==> src/rtl/icm_pkg.sv <==
package icm_pkg;
  localparam int ID_W = 10;
  localparam logic [ID_W-1:0] NONE_ID = '1;

  localparam logic [11:0] A_INFO    = 12'h000;
  localparam logic [11:0] A_EN_SET  = 12'h010;
  localparam logic [11:0] A_EN_CLR  = 12'h014;
  localparam logic [11:0] A_ACK     = 12'h800;
  localparam logic [11:0] A_MSK_SET = 12'h808;
  localparam logic [11:0] A_MSK_CLR = 12'h80C;
  localparam logic [1:0]  RT_WIN    = 2'b01;
endpackage

==> src/rtl/icm_gate_store.sv <==
module icm_gate_store #(
  parameter int NUM_CPU = 4,
  parameter int NUM_SRC = 64,
  localparam int IDX_W = $clog2(NUM_SRC),
  localparam int CPU_W = (NUM_CPU > 1) ? $clog2(NUM_CPU) : 1
) (
  input  logic                             clk,
  input  logic                             rst_n,
  input  logic                             en_set,
  input  logic                             en_clr,
  input  logic                             msk_set,
  input  logic                             msk_clr,
  input  logic [IDX_W-1:0]                 idx,
  input  logic [CPU_W-1:0]                 cpu,
  input  logic                             rt_we,
  input  logic [IDX_W-1:0]                 rt_idx,
  input  logic [NUM_CPU-1:0]               rt_val,
  output logic [NUM_SRC-1:0]               gen_en,
  output logic [NUM_CPU-1:0][NUM_SRC-1:0]  mask_q,
  output logic [NUM_SRC-1:0][NUM_CPU-1:0]  route_q
);
  logic [NUM_SRC-1:0] en_d;
  logic               en_ce;

  always_comb begin
    en_d = gen_en;
    if (en_set) en_d[idx] = 1'b1;
    if (en_clr) en_d[idx] = 1'b0;
  end
  assign en_ce = en_set | en_clr;

  always_ff @(posedge clk or negedge rst_n) begin
    if (!rst_n)     gen_en <= '0;
    else if (en_ce) gen_en <= en_d;
  end

  for (genvar c = 0; c < NUM_CPU; c++) begin : g_mask
    logic [NUM_SRC-1:0] row_d;
    logic               row_ce;
    logic               mine;
    assign mine   = (cpu == CPU_W'(c));
    assign row_ce = mine & (msk_set | msk_clr);
    always_comb begin
      row_d = mask_q[c];
      if (msk_set) row_d[idx] = 1'b1;
      if (msk_clr) row_d[idx] = 1'b0;
    end
    always_ff @(posedge clk or negedge rst_n) begin
      if (!rst_n)      mask_q[c] <= '1;
      else if (row_ce) mask_q[c] <= row_d;
    end
  end

  for (genvar s = 0; s < NUM_SRC; s++) begin : g_route
    logic rt_ce;
    assign rt_ce = rt_we & (rt_idx == IDX_W'(s));
    always_ff @(posedge clk or negedge rst_n) begin
      if (!rst_n)     route_q[s] <= '0;
      else if (rt_ce) route_q[s] <= rt_val;
    end
  end
endmodule

==> src/rtl/icm_pick.sv <==
module icm_pick
  import icm_pkg::*;
#(
  parameter int NUM_SRC   = 64,
  parameter int PRIV_LAST = 28
) (
  input  logic [NUM_SRC-1:0] src_in,
  input  logic [NUM_SRC-1:0] gen_en,
  input  logic [NUM_SRC-1:0] mask_row,
  input  logic [NUM_SRC-1:0] route_col,
  output logic               hit,
  output logic [ID_W-1:0]    id
);
  logic [NUM_SRC-1:0] pend;

  for (genvar s = 0; s < NUM_SRC; s++) begin : g_pend
    if (s <= PRIV_LAST) begin : g_priv
      assign pend[s] = src_in[s] & gen_en[s] & ~mask_row[s];
    end else begin : g_shared
      assign pend[s] = src_in[s] & gen_en[s] & ~mask_row[s] & route_col[s];
    end
  end

  assign hit = |pend;

  always_comb begin
    id = NONE_ID;
    for (int s = NUM_SRC - 1; s >= 0; s--) begin
      if (pend[s]) id = s[ID_W-1:0];
    end
  end
endmodule

==> src/rtl/irq_two_gate_ctrl.sv <==
module irq_two_gate_ctrl
  import icm_pkg::*;
#(
  parameter int NUM_CPU   = 4,
  parameter int NUM_SRC   = 64,
  parameter int PRIV_LAST = 28,
  localparam int IDX_W = $clog2(NUM_SRC),
  localparam int CPU_W = (NUM_CPU > 1) ? $clog2(NUM_CPU) : 1
) (
  input  logic               clk,
  input  logic               rst_n,
  input  logic [NUM_SRC-1:0] src_in,
  input  logic [CPU_W-1:0]   bus_cpu,
  input  logic               bus_wr,
  input  logic               bus_rd,
  input  logic [11:0]        bus_addr,
  input  logic [31:0]        bus_wdata,
  output logic [31:0]        bus_rdata,
  output logic [NUM_CPU-1:0] irq_out
);
  logic [1:0] rst_pipe;
  logic       rst_sync;

  always_ff @(posedge clk or negedge rst_n) begin
    if (!rst_n) rst_pipe <= '0;
    else        rst_pipe <= {rst_pipe[0], 1'b1};
  end
  assign rst_sync = rst_pipe[1];

  logic                             idx_ok, cpu_ok, rt_hit;
  logic [IDX_W-1:0]                 idx, rt_idx;
  logic [NUM_SRC-1:0]               gen_en;
  logic [NUM_CPU-1:0][NUM_SRC-1:0]  mask_q;
  logic [NUM_SRC-1:0][NUM_CPU-1:0]  route_q;
  logic [NUM_CPU-1:0][ID_W-1:0]     ack_id;

  assign idx_ok = (bus_wdata[31:ID_W] == '0) && (32'(bus_wdata[ID_W-1:0]) < NUM_SRC);
  assign idx    = bus_wdata[IDX_W-1:0];
  assign cpu_ok = (32'(bus_cpu) < NUM_CPU);
  assign rt_hit = (bus_addr[11:10] == RT_WIN) && (bus_addr[1:0] == 2'b00)
                  && (32'(bus_addr[9:2]) < NUM_SRC);
  assign rt_idx = bus_addr[IDX_W+1:2];

  icm_gate_store #(.NUM_CPU(NUM_CPU), .NUM_SRC(NUM_SRC)) u_store (
    .clk     (clk),
    .rst_n   (rst_sync),
    .en_set  (bus_wr & idx_ok & (bus_addr == A_EN_SET)),
    .en_clr  (bus_wr & idx_ok & (bus_addr == A_EN_CLR)),
    .msk_set (bus_wr & idx_ok & cpu_ok & (bus_addr == A_MSK_SET)),
    .msk_clr (bus_wr & idx_ok & cpu_ok & (bus_addr == A_MSK_CLR)),
    .idx     (idx),
    .cpu     (bus_cpu),
    .rt_we   (bus_wr & rt_hit),
    .rt_idx  (rt_idx),
    .rt_val  (bus_wdata[NUM_CPU-1:0]),
    .gen_en  (gen_en),
    .mask_q  (mask_q),
    .route_q (route_q)
  );

  for (genvar c = 0; c < NUM_CPU; c++) begin : g_cpu
    logic [NUM_SRC-1:0] rcol;
    for (genvar s = 0; s < NUM_SRC; s++) begin : g_col
      assign rcol[s] = route_q[s][c];
    end
    icm_pick #(.NUM_SRC(NUM_SRC), .PRIV_LAST(PRIV_LAST)) u_pick (
      .src_in    (src_in),
      .gen_en    (gen_en),
      .mask_row  (mask_q[c]),
      .route_col (rcol),
      .hit       (irq_out[c]),
      .id        (ack_id[c])
    );
  end

  logic [31:0] rd_d;

  always_comb begin
    rd_d = '0;
    if (bus_addr == A_INFO) begin
      rd_d[ID_W+1:2] = ID_W'(NUM_SRC);
    end else if (bus_addr == A_ACK) begin
      rd_d[ID_W-1:0] = cpu_ok ? ack_id[bus_cpu] : NONE_ID;
    end else if (rt_hit) begin
      rd_d[NUM_CPU-1:0] = route_q[rt_idx];
    end
  end

  always_ff @(posedge clk or negedge rst_sync) begin
    if (!rst_sync)   bus_rdata <= '0;
    else if (bus_rd) bus_rdata <= rd_d;
  end
endmodule

==> config.mk <==
export PLATFORM = sky130hd
export DESIGN_NAME = irq_two_gate_ctrl
export DESIGN_NICKNAME = d
export VERILOG_FILES = /design/src/rtl/icm_pkg.sv /design/src/rtl/icm_gate_store.sv /design/src/rtl/icm_pick.sv /design/src/rtl/irq_two_gate_ctrl.sv
export SDC_FILE = /design/constraint.sdc
export NUM_CORES = 1
export LEC_CHECK = 0
export CAP_MARGIN = 40
export CORE_UTILIZATION = 35
export DETAILED_ROUTE_END_ITERATION = 8
export DONT_BUFFER_PORTS = 1
export PLACE_DENSITY = 0.47
export SETUP_SLACK_MARGIN = 0.15
export SLEW_MARGIN = 20
export SYNTH_ARGS = -nofsm -noshare
export SYNTH_HDL_FRONTEND = slang
export SYNTH_SLANG_ARGS = --single-unit
==> constraint.sdc <==
create_clock -name clk -period 18.5 [get_ports clk]
set_input_delay 0.925 -clock clk [delete_from_list [all_inputs] [get_ports clk]]
set_output_delay 0.925 -clock clk [all_outputs]
set_load 0.02 [all_outputs]
Word-level counts from Yosys, hierarchy flattened

Cells that the tools add are included.

Reductions and logical operators: 13
Mux-type cells: 277
$lt $le $gt $ge: 6
Equality and inequality tests: 72
Bitwise logic cells: 803

Operator list:

| operator               | count |
|---|---|
| $mux W10               | 257 |
| $mux W64               | 10 |
| $and A1 B1 Y1          | 534 |
| $and A64 B64 Y64       | 5 |
| $or A64 B64 Y64        | 5 |
| $not A1 Y1             | 256 |
| $reduce_or A64 Y1      | 4 |
| $eq A6 B6 Y1 const B   | 32 |
| $eq A6 B5 Y1 const B   | 16 |
| $not A64 Y64           | 1 |
| $eq A6 B4 Y1 const B   | 8 |
| $eq A12 B12 Y1 const B | 3 |
| $bmux W4 S6            | 1 |
| $eq A12 B5 Y1 const B  | 2 |
| $eq A6 B3 Y1 const B   | 4 |
| $logic_not A22 Y1      | 1 |
| $bmux W10 S2           | 1 |
| $lt A6 B7 Y1 const B   | 2 |
| $eq A6 B2 Y1 const B   | 2 |
| $logic_not A12 Y1      | 1 |
| $mux W4                | 3 |
| $lt A10 B7 Y1 const B  | 1 |
| $lt A8 B7 Y1 const B   | 1 |
| $mux W8                | 1 |
| other kinds (13)       | 20 |

Input port bits: 114
Output and inout port bits: 36
Flip-flop bits (word level): 588
Word-level logic and storage cells: 1242

Longest topological paths before layout

Depth in word-level cells: 71
Mapped depth: 13
Gate-level depth less buffers: 8

Hierarchy

Synthesis repeated with hierarchy kept, for this count alone.

Cell total of the unflattened synthesis: 3032
Area total of the unflattened synthesis: 32182.1 um2

By module, submodules not included:

| module            | cells each | seq. area each (um2) | times used | area an instance (um2) |
|---|---|---|---|---|
| icm_gate_store    | 1848       | 14734.1              | 1          | 23137.2 |
| icm_pick          | 214        | 0.0                  | 4          | 1445.1 |
| irq_two_gate_ctrl | 328        | 300.3                | 1          | 3264.4 |

Least setup slack after synthesis

No wires, ideal clock.

Path kind: input -> register
Start: input port bus_addr[3]
End: register bus_rdata[0]
Path buffers: 3
Path slack: 15156 ps
Arrival time: 3214 ps
Setup time: 130 ps
Stages: 10
Required time: 18370 ps
Path through: clkbuf_1 -> clkbuf_1 -> buf_1 -> mux4_2 -> mux4_2 -> mux2_2 -> nand2_1 -> o21ai_0 -> a21oi_1 -> o31ai_1

Longest elaborated chain between the ends: 5
Elaborated cells between the ends (all ways): 9
Classes of those cells: order compare (1); eq/ne (1); mux (5); reduce/logical (2)

Ends and longest elaborated chain:

| element                                                                     | RTL line                                         | RTL |
|---|---|---|
| start: declaration                                                          | irq_two_gate_ctrl.sv:16                          | `input logic [11:0] bus_addr,` |
| $bmux W4 S6 / $lt A8 B7 Y1 (equally long branches)                          | irq_two_gate_ctrl.sv:85, irq_two_gate_ctrl.sv:41 |  |
| $mux W4 (not written as such) / $logic_and A1 B1 Y1 (equally long branches) | irq_two_gate_ctrl.sv:85, irq_two_gate_ctrl.sv:41 |  |
| $mux W4                                                                     | irq_two_gate_ctrl.sv:84                          | `end else if (rt_hit) begin` |
| $mux W4                                                                     | irq_two_gate_ctrl.sv:82                          | `end else if (bus_addr == A_ACK) begin` |
| $mux W2 *                                                                   | irq_two_gate_ctrl.sv:80                          | `if (bus_addr == A_INFO) begin` |
| end signal: assignment                                                      | irq_two_gate_ctrl.sv:91                          | `else if (bus_rd) bus_rdata <= rd_d;` |
| end: declaration                                                            | irq_two_gate_ctrl.sv:18                          | `output logic [31:0] bus_rdata,` |

Every way passes the cells marked *; elsewhere a longest branch is shown, timed or not. The select of a mux whose other input is x is not followed.
A chain may end at the register's enable or synchronous reset.

==> metrics.cfg <==
[worst_setup_path]
worstSetupPathType = reg -> out
start_kind = register
critPathArrivalTime_ns = 3.41
max_stage_delay_ns = 0.68
worstPathMaxFanout = 4
r2r-end = bus_rdata[8]
worstPathCellList = nand4b_1 > nand4_1 > or4_1 > nor4_1 > nand4b_1
worst_path_max_delay_cell = or4_1
critPathBufInv = 0
r2r_setup_slack_ns = 14.72
r2r_cells = 8
path_common_cell = nand4b_1
crit_family = simple AND/OR/NAND/NOR gates
cp.required_ns = 17.57
cp-end-kind = primary output

[finish]
final_cells = 4097
final_net_count = 2986
layout-drive-gt1-share_pct = 27.7
area_delta_synth_final_pct = 12.0
most-common-layout-cells = 329 x dfrtp_1, 312 x o21ai_0, 263 x o31ai_1, 257 x mux2_2, 256 x dfstp_2
final_common_cell = dfrtp_1
final_area_sq_um = 35300

[hold_path]
min_path_type = reg -> async

[power_and_ir_drop]
leakagePower_nw = 14.5
irDropWorstVdd_v = 0.0000634
power_frac_comb_pct = 2.9
p_sw_mw = 0.663
p_int_mw = 2.23
swShare_pct = 22.9
clkPwrFrac_pct = 52.4
pwr_density_cell_nw_per_um2 = 81.9
p_seq_share_pct = 44.7

[sta]
fin_crit_sh_pct = 23.5
slew_violations = 0
period_needed_ns = 4.34
fmax_mhz = 230
setup_viol = 0
fin_hold_ws_ns = 0.339
clock-skew-final_ns = 0.0196
finalSetupTns_ns = 0
max_slew.worst_pin.slew_ns = 0.925
slew_headroom_pct = 38.3
rsz0062_at_grt = no
hold_viol_final = 0

[yosys]
ys.flop_type = dfrtp_1
syn-cell-area_sq_um = 31500
netlist.area_leader.share_pct = 26.2
synth_area_leaders = dfrtp_1 26%, dfstp_2 21%, mux2_2 9.2%
synth_edf_count = 0
synth-async-reset-ratio_pct = 100
yosysWarningCount = 0
synth_top_cell_by_area = dfrtp_1
ys_seq_area_share_pct = 47.5
avgSynthCellArea_sq_um = 10.7
syn_inst = 2936
ys_types = 73
ys_ff_latch = 586

[clocking]
cts_tree = yes
cts.sinks = 586
htree_levels = 3
numCtsBuffers = 72
cts_buffer_depth = 3
clk_pin_slew_ns = 0.06
post_cts_resized = 0
cts_root_buf = clkbuf_16
clk_latency_ns = 0.65

[detailed_routing]
vias_per_cell = 6.30
drt_pass1_iterations = 6
dr_total_vias = 25804
drt_wl_total_um = 128000
ant_nets = 0
route.detailed.drc = 0
post_drt_wl_per_cell_um = 31.2
first_iter_violations = 2868

[global_route]
grt_pass1_vias = 24806
grt_overflow = 0
track_usage_pct = 27.9
grt_start_max_net_pins = 81
grt_first_pass_wirelength_um = 184000
antenna_found_initial = 2

[floorplan]
die-area_sq_um = 91300
die_w_um = 302
core_sq_um = 88800
io_pins = 150
row_count = 109
initial_utilization_pct = 35.5
die_y_um = 302

[place]
dpl-instance-area_sq_um = 32700
place_congestion = 0.989
placed_cells_incl_taps = 3958
port_buffers = 0
hpwl_um = 92300

[status]
outcome = finished clean

[run]
max_cap_viol_count = 0

## cell families (layout without fill, tap and decap cells)
logic type             count (synthesis)  in the layout  share of synthesized area (%)
and+or+nand+nor                      891            891                           16.3
muxes                                344            344                           15.4
AOI/OAI and AO/OA                    887            887                           17.5
other                                  2             24                         0.0238
DFF                                  586            586                           47.5
buffers and inverters                226            200                           3.32
## cells in the mapped netlist, types with 32 or more instances
library cell	instances
nand4_1	33
a21oi_1	168
nand2_1	201
nand3b_1	62
mux4_2	86
nand4b_1	122
dfrtp_1	330
nor2_1	208
clkbuf_1	108
and4b_1	33
nand3_1	36
dfstp_2	256
mux2_2	257
o31ai_1	263
nor3_1	32
o21ai_0	312
buf_2	45
## power by group through the flow
stage / clock network (mW) / logic (mW) / registers [mW]
floorplan: 0 / 0.0548 / 1.33
detailed placement: 0 / 0.0823 / 1.31
global placement: 0 / 0.0792 / 1.31
finish: 1.51 / 0.0847 / 1.29
CTS: 1.54 / 0.0827 / 1.29
global route: 1.59 / 0.0912 / 1.29
## how the worst max path moves through the flow
stage | endpoint | depth (start not counted) | startpoint
after global routing | irq_out[2] | 5 | register
after global placement | register | 8 | bus_wdata[27]
after detailed placement | register | 10 | bus_addr[7]
after CTS | irq_out[2] | 5 | register
after floorplan | bus_rdata[0] | 0 | rst_pipe[1]
final | irq_out[2] | 5 | register
## layout make-up
class	instances	area, sq um
diodes	1	2.50
multi-input cells	2145	15700
repair buffers	50	589
inverters	17	63.8
clock inverters	25	382
clock buffers	108	2140
well taps	1165	1460
flip-flops and latches	586	15000
fillers	8582	53500
## metal layers
layer / part of all wire (%) / track usage, % / vias to the layer above
li1: - / - / 11131
met5: 0 / 0 / -
met2: 44 / 41.7 / 1048
met1: 45 / 40.2 / 13454
met4: 2.8 / 7.96 / 0
met3: 8.5 / 6.61 / 171
## stage by stage
stage | setup slack (ns) | power [mW] | utilization, %
after CTS | 14.23 | 2.92 | 39.7
after floorplan | 1.40 | 1.38 | -
after global routing | 14.19 | 2.98 | 39.8
after detailed placement | 13.84 | 1.40 | 36.8
final | 14.16 | 2.89 | 39.8
after global placement | 13.69 | 1.39 | 36.5
## timing repair
action | 4_1_cts | 5_1_grt
hold endpoints to repair | 2 | 0
setup endpoints to repair | 0 | 0
hold buffers | 1 | 0
setup buffers | 0 | 0
Power figures use the tool's default switching activity.
